===== config.mk =====
export PLATFORM = sky130hd
export DESIGN_NAME = ddr_serializer
export DESIGN_NICKNAME = d
export VERILOG_FILES = /design/src/rtl/ddr_ser_pkg.sv /design/src/rtl/dser_word_timer.sv /design/src/rtl/dser_shift_row.sv /design/src/rtl/dser_edge_mux.sv /design/src/rtl/ddr_serializer.sv
export SDC_FILE = /design/constraint.sdc
export NUM_CORES = 1
export LEC_CHECK = 0
export ABC_AREA = 1
export CAP_MARGIN = 20
export CORE_UTILIZATION = 55
export CTS_CLUSTER_DIAMETER = 40
export DETAILED_ROUTE_END_ITERATION = 7
export PLACE_DENSITY_LB_ADDON = 0.1
export SYNTH_ARGS = -nofsm -noshare
export SYNTH_HDL_FRONTEND = slang
export SYNTH_HIERARCHICAL = 1
export SYNTH_SLANG_ARGS = --single-unit

===== constraint.sdc =====
create_clock -name clk -period 4.2 [get_ports clk]
set_clock_uncertainty 0.1 [all_clocks]
set_input_delay 0.42 -clock clk [delete_from_list [all_inputs] [get_ports clk]]
set_output_delay 0.42 -clock clk [all_outputs]
set_load 0.01 [all_outputs]

===== src/rtl/ddr_ser_pkg.sv =====
package ddr_ser_pkg;
  typedef enum logic {EDGE_RISE = 1'b0, EDGE_FALL = 1'b1} edge_e;
endpackage


===== src/rtl/dser_word_timer.sv =====
module dser_word_timer #(
  parameter int HALF = 10
) (
  input  logic clk,
  input  logic rst_n,
  output logic last
);
  localparam int CW = (HALF > 1) ? $clog2(HALF) : 1;
  localparam logic [CW-1:0] TOP = CW'(HALF - 1);

  logic [CW-1:0] cnt_q, cnt_d;
  logic          adv;

  assign adv = 1'b1;

  always_comb begin
    cnt_d = cnt_q;
    if (adv) cnt_d = (cnt_q == TOP) ? '0 : cnt_q + 1'b1;
  end

  always_ff @(posedge clk or negedge rst_n) begin
    if (!rst_n) cnt_q <= '0;
    else        cnt_q <= cnt_d;
  end

  assign last = (cnt_q == TOP);

  a_r2_single_pulse: assert property (@(posedge clk) disable iff (!rst_n)
    last |=> !last);

  a_r2_count_bound: assert property (@(posedge clk) disable iff (!rst_n)
    cnt_q <= TOP);
endmodule


===== src/rtl/dser_shift_row.sv =====
module dser_shift_row import ddr_ser_pkg::*; #(
  parameter int    HALF = 10,
  parameter edge_e EDGE = EDGE_RISE
) (
  input  logic            clk,
  input  logic            rst_n,
  input  logic            load,
  input  logic [HALF-1:0] load_bits,
  output logic            head
);
  logic [HALF-1:0] row_q, row_d;

  always_comb begin
    if (load) row_d = load_bits;
    else      row_d = {1'b0, row_q[HALF-1:1]};
  end

  generate
    if (EDGE == EDGE_RISE) begin : g_rise
      always_ff @(posedge clk or negedge rst_n) begin
        if (!rst_n) row_q <= '0;
        else        row_q <= row_d;
      end

      a_r5_rise_zero_fill: assert property (@(posedge clk) disable iff (!rst_n)
        !load |=> (row_q[HALF-1] == 1'b0));

      a_r3_rise_capture: assert property (@(posedge clk) disable iff (!rst_n)
        load |=> (row_q == $past(load_bits)));
    end else begin : g_fall
      always_ff @(negedge clk or negedge rst_n) begin
        if (!rst_n) row_q <= '0;
        else        row_q <= row_d;
      end

      a_r5_fall_zero_fill: assert property (@(negedge clk) disable iff (!rst_n)
        !load |=> (row_q[HALF-1] == 1'b0));

      a_r8_fall_capture: assert property (@(negedge clk) disable iff (!rst_n)
        load |=> (row_q == $past(load_bits)));
    end
  endgenerate

  assign head = row_q[0];
endmodule


===== src/rtl/dser_edge_mux.sv =====
module dser_edge_mux (
  input  logic clk,
  input  logic en,
  input  logic rise_bit,
  input  logic fall_bit,
  output logic dout
);
  always_comb begin
    if (!en)     dout = 1'b0;
    else if (clk) dout = rise_bit;
    else          dout = fall_bit;
  end
endmodule


===== src/rtl/ddr_serializer.sv =====
module ddr_serializer import ddr_ser_pkg::*; #(
  parameter int WIDTH = 20
) (
  input  logic             clk,
  input  logic             rst_n,
  input  logic [WIDTH-1:0] word_in,
  input  logic             load,
  output logic             serial_out,
  output logic             word_req
);
  localparam int HALF = WIDTH / 2;

  // reset: asynchronous assertion, release on a rising edge
  logic [1:0] rsync_q;
  logic       rst_ok;

  always_ff @(posedge clk or negedge rst_n) begin
    if (!rst_n) rsync_q <= '0;
    else        rsync_q <= {rsync_q[0], 1'b1};
  end
  assign rst_ok = rsync_q[1];

  // word period timing
  logic period_end;
  logic take;

  dser_word_timer #(.HALF(HALF)) u_timer (
    .clk   (clk),
    .rst_n (rst_ok),
    .last  (period_end)
  );

  assign word_req = period_end;
  assign take     = load & period_end;

  // lane split: even bits to the rising row, odd bits to the falling row
  logic [HALF-1:0] even_bits, odd_bits;

  generate
    for (genvar i = 0; i < HALF; i++) begin : g_lane
      assign even_bits[i] = word_in[2*i];
      assign odd_bits[i]  = word_in[2*i+1];
    end
  endgenerate

  // odd lane is held across the half cycle up to the falling edge
  logic [HALF-1:0] odd_hold_q, odd_hold_d;
  logic            hold_vld_q, hold_vld_d;

  always_comb begin
    odd_hold_d = odd_hold_q;
    if (take) odd_hold_d = odd_bits;
    hold_vld_d = take;
  end

  always_ff @(posedge clk or negedge rst_ok) begin
    if (!rst_ok) begin
      odd_hold_q <= '0;
      hold_vld_q <= 1'b0;
    end else begin
      odd_hold_q <= odd_hold_d;
      hold_vld_q <= hold_vld_d;
    end
  end

  logic rise_head, fall_head;

  dser_shift_row #(.HALF(HALF), .EDGE(EDGE_RISE)) u_row_rise (
    .clk       (clk),
    .rst_n     (rst_ok),
    .load      (take),
    .load_bits (even_bits),
    .head      (rise_head)
  );

  dser_shift_row #(.HALF(HALF), .EDGE(EDGE_FALL)) u_row_fall (
    .clk       (clk),
    .rst_n     (rst_ok),
    .load      (hold_vld_q),
    .load_bits (odd_hold_q),
    .head      (fall_head)
  );

  dser_edge_mux u_mux (
    .clk      (clk),
    .en       (rst_ok),
    .rise_bit (rise_head),
    .fall_bit (fall_head),
    .dout     (serial_out)
  );

  a_r3_first_bit: assert property (@(posedge clk) disable iff (!rst_ok)
    take |=> (rise_head == $past(word_in[0])));

  a_r4_hold_single: assert property (@(posedge clk) disable iff (!rst_ok)
    hold_vld_q |=> !hold_vld_q);

  a_r7_quiet_in_reset: assert property (@(negedge clk)
    !rst_n |-> (serial_out == 1'b0 && word_req == 1'b0));
endmodule


==> metrics.md <==
| Metric | Value |
|---|---|
| Status | finished, final reports clean |
| Top cells by area, synth | sky130_fd_sc_hd__dfrtp_1, sky130_fd_sc_hd__nand2_1, sky130_fd_sc_hd__dfrtn_1 |
| Share of post-route cells with drive strength above 1 | 0.0995 |
| Overflow after GRT | 0 |
| Number of distinct standard cells referenced by the synthesized netlist | 14 |
| Area Growth Syn to Fin | 25.5% |
| Number of flip-flops and latches in the synthesized netlist | 37 |
| CP Max Fanout | 1 |
| Clock network latency to the later pin of the worst-skew pair | 450 ps |
| Type of the setup path with the least slack | reg -> out |
| Net count of the mapped netlist | 179 |
| Post-route setup slack | 68.8 ps |
| Average wire length per cell after detail routing | 10.8 µm |
| Combinational fraction of design power | 0.049 |
| Most common cell in the synthesized netlist | sky130_fd_sc_hd__nand2_1 |
| Area leader, netlist | sky130_fd_sc_hd__dfrtp_1 |
| Arrival time at the worst endpoint | 3610 ps |
| Antenna Cells | 0 |
| Number of port buffers | 24 |
| Overall fraction of global-route tracks in use | 0.223 |
| Cell count after synthesis | 156 |
| Reg-to-reg setup timing slack | approximately 1000 ps |
| Fin nets | roughly 210 |
| Avg Synthesized Cell Area | ~9.2 µm² |
| Number of hold violations in the final report | 0 |
| Number of antenna violations at the first check in global routing | 0 |
| Final count of negative-setup-slack endpoints | 0 |
| Die area | 0.00282 mm² |
| Final-report max-slew violation count | 0 |
| Sequential group share of total power | 0.519 |
| Vias in the first global route | ~1000 |
| Proportion of register bits with asynchronous set or reset after synthesis | 1.00 |
| Horizontal die dimension | 53.1 µm |
| Capture instance of the worst register-to-register path | u_row_fall/row_q[7] |
| WL final | 2.39 mm |
| Post-synth design cell area | 0.00143 mm² |
| Unrepaired setup endpoints after global routing | false |
| Number of warnings reported in the yosys synthesis log | 6 |
| Switching power | 0.000172 W |
| Detail Route Antenna Nets | 0 |
| Worst slack at placement | 562 ps |
| Max capacitance violation total | 0 |
| Number of enable-type register cells in the synthesized netlist | 0 |
| Top post-synthesis cells by count | sky130_fd_sc_hd__nand2_1, sky130_fd_sc_hd__dfrtp_1, sky130_fd_sc_hd__nand3_1 |
| Total Negative Setup Slacks | 0 ps |
| Worst slew margin relative to its limit | 0.512 |
| DR DRC count | 0 |
| Initial cell density of the core | 0.579 |
| Global-route wire length before repair | 4.11 mm |
| Clock edge transition at the registers on the reported setup and hold paths | 120 ps |
| First-pass iteration count of the detailed router | 4 |
| Startpoint kind of the worst setup timing path | flop |
| HPWL after DPL | 1.66 mm |
| IR Drop Worst-Case VDD | 0.000318 V |
| Dpl cell area | 0.00168 mm² |
| TritonCTS clock tree | done |
| Sequential fraction of the synthesis area | 0.646 |
| Largest delay contributor family on the critical path | buffers and inverters |
| Post-cts sizing count | 0 |
| Largest net degree at the start of global routing | 21 |
| Core Footprint | 0.00248 mm² |
| Class of the tightest hold or removal check | reg -> async |
| Fraction of power spent switching nets | 0.237 |
| Total of hold buffers inserted after clock tree synthesis | 1 |
| Measured slew at the worst slew-check pin | about 730 ps |
| Data required time of the critical path | 3680 ps |
| Start of the worst register-to-register path | hold_vld_q |
| Worst path buffer plus inverter count | 1 |
| Average via count per standard cell | 4.82 |
| Count of vias placed by the detailed router | 1066 |
| Number of fill cells in the layout | 203 |
| Setup repair bufs after CTS | 0 |
| Design internal power | between 0.0005 and 0.0006 W |
| Worst Reg-to-Reg Cells | 3 |
| Kind of end point of the critical path | output pin |
| Final std cell area, no fill | 0.00180 mm² |
| Power per cell area | 404 mW/mm² |
| Die height | 53.1 µm |
| Fraction of power consumed by the clock network | 0.432 |
| # IOs | 25 |
| Cell at the slowest stage of the critical path | sky130_fd_sc_hd__clkdlybuf4s50_1 |
| Routability congestion estimate from global placement | 0.753 |
| Top cell type's share of synthesized area | 0.471 |
| Worst stage delay on the critical path | 540 ps |
| Dominant register cell in the synthesized netlist | sky130_fd_sc_hd__dfrtp_1 |
| Cell-by-cell listing of the critical path | nor2_1 > nor2_2 > clkdlybuf4s50_1 |
| Cell Rows | 18 |
| Initial DRC Count | 14 |
| Leakage dissipation | 0.973 nW |
-- per-layer routing --
| layer | share of wire | up-vias | GRT usage |
|---|---|---|---|
| met5 | 0 | - | 0 |
| met4 | 0.012 | 0 | 0.123 |
| met3 | 0.064 | 4 | 0.118 |
| met2 | 0.50 | 27 | 0.329 |
| met1 | 0.42 | 498 | 0.258 |
| li1 | - | 537 | - |
-- worst max-delay path by stage --
stage                         from                   to  slack (ps)  cells after the start
2_1_floorplan           rsync_q[1]  u_row_fall/row_q[0]         970                      0
3_3_place_gp   u_row_fall/row_q[0]           serial_out         560                      3
3_5_place_dp   u_row_fall/row_q[0]           serial_out         560                      3
4_1_cts        u_row_fall/row_q[0]           serial_out          40                      3
5_1_grt        u_row_fall/row_q[0]           serial_out          10                      3
6_report       u_row_fall/row_q[0]           serial_out          70                      3
-- flip-flops by register name (all words and copies together), names as in the netlist --
signal / flops
u_timer/cnt_q: 4
odd_hold_q: 10
hold_vld_q: 1
u_row_fall/row_q: 10
u_row_rise/row_q: 10
rsync_q: 2
-- final cells by class --
| class | instances | area [µm²] | area share |
|---|---|---|---|
| tap | 30 | 37.5 | 0.0209 |
| clock buffer | 12 | 106 | 0.0591 |
| timing repair buffer | 26 | 255 | 0.142 |
| sequential | 37 | 926 | 0.515 |
| multi-input combinational | 104 | 422 | 0.234 |
| inverter | 10 | 37.5 | 0.0209 |
| clock inverter | 2 | 15.0 | 0.00834 |
-- kinds of logic after synthesis --
group | count (synthesis) | share of synthesized area
compound gates | 1 | 0.00349
buf+inv | 15 | 0.0602
flops | 37 | 0.646
simple gates | 101 | 0.282
other cells | 1 | 0.00262
xor+xnor | 1 | 0.00611
-- power by group through the flow --
stage | clock (W) | sequential (W) | combinational, W
after global routing | 0.000345 | 0.000379 | 0.0000405
after CTS | 0.000327 | 0.000378 | 0.0000364
after floorplan | 0.0000166 | 0.000384 | 0.00000913
after detailed placement | 0.0000259 | 0.000384 | 0.0000353
after global placement | 0.0000259 | 0.000384 | 0.0000345
final | 0.000314 | 0.000377 | 0.0000358
-- metrics by stage --
step                       util  std cells  total power [W]  hold WS [ps]
after floorplan               -        156         0.000410          24.4
after global placement    0.677        207         0.000444           212
after detailed placement  0.677        207         0.000446           228
after CTS                 0.726        221         0.000741           232
after global routing      0.726        221         0.000765           257
final                     0.726        221         0.000727           200
-- cells in the final DEF (no fill, tap or decap), types with 2 or more instances in the layout --
| cell | count |
|---|---|
| sky130_fd_sc_hd__nand3_1 | 12 |
| sky130_fd_sc_hd__inv_1 | 8 |
| sky130_fd_sc_hd__clkdlybuf4s50_1 | 24 |
| sky130_fd_sc_hd__inv_2 | 2 |
| sky130_fd_sc_hd__clkbuf_4 | 9 |
| sky130_fd_sc_hd__dfrtp_1 | 27 |
| sky130_fd_sc_hd__nor2_2 | 3 |
| sky130_fd_sc_hd__dfrtn_1 | 10 |
| sky130_fd_sc_hd__nand2_1 | 84 |
| sky130_fd_sc_hd__buf_4 | 2 |
Power figures use the tool's default switching activity.
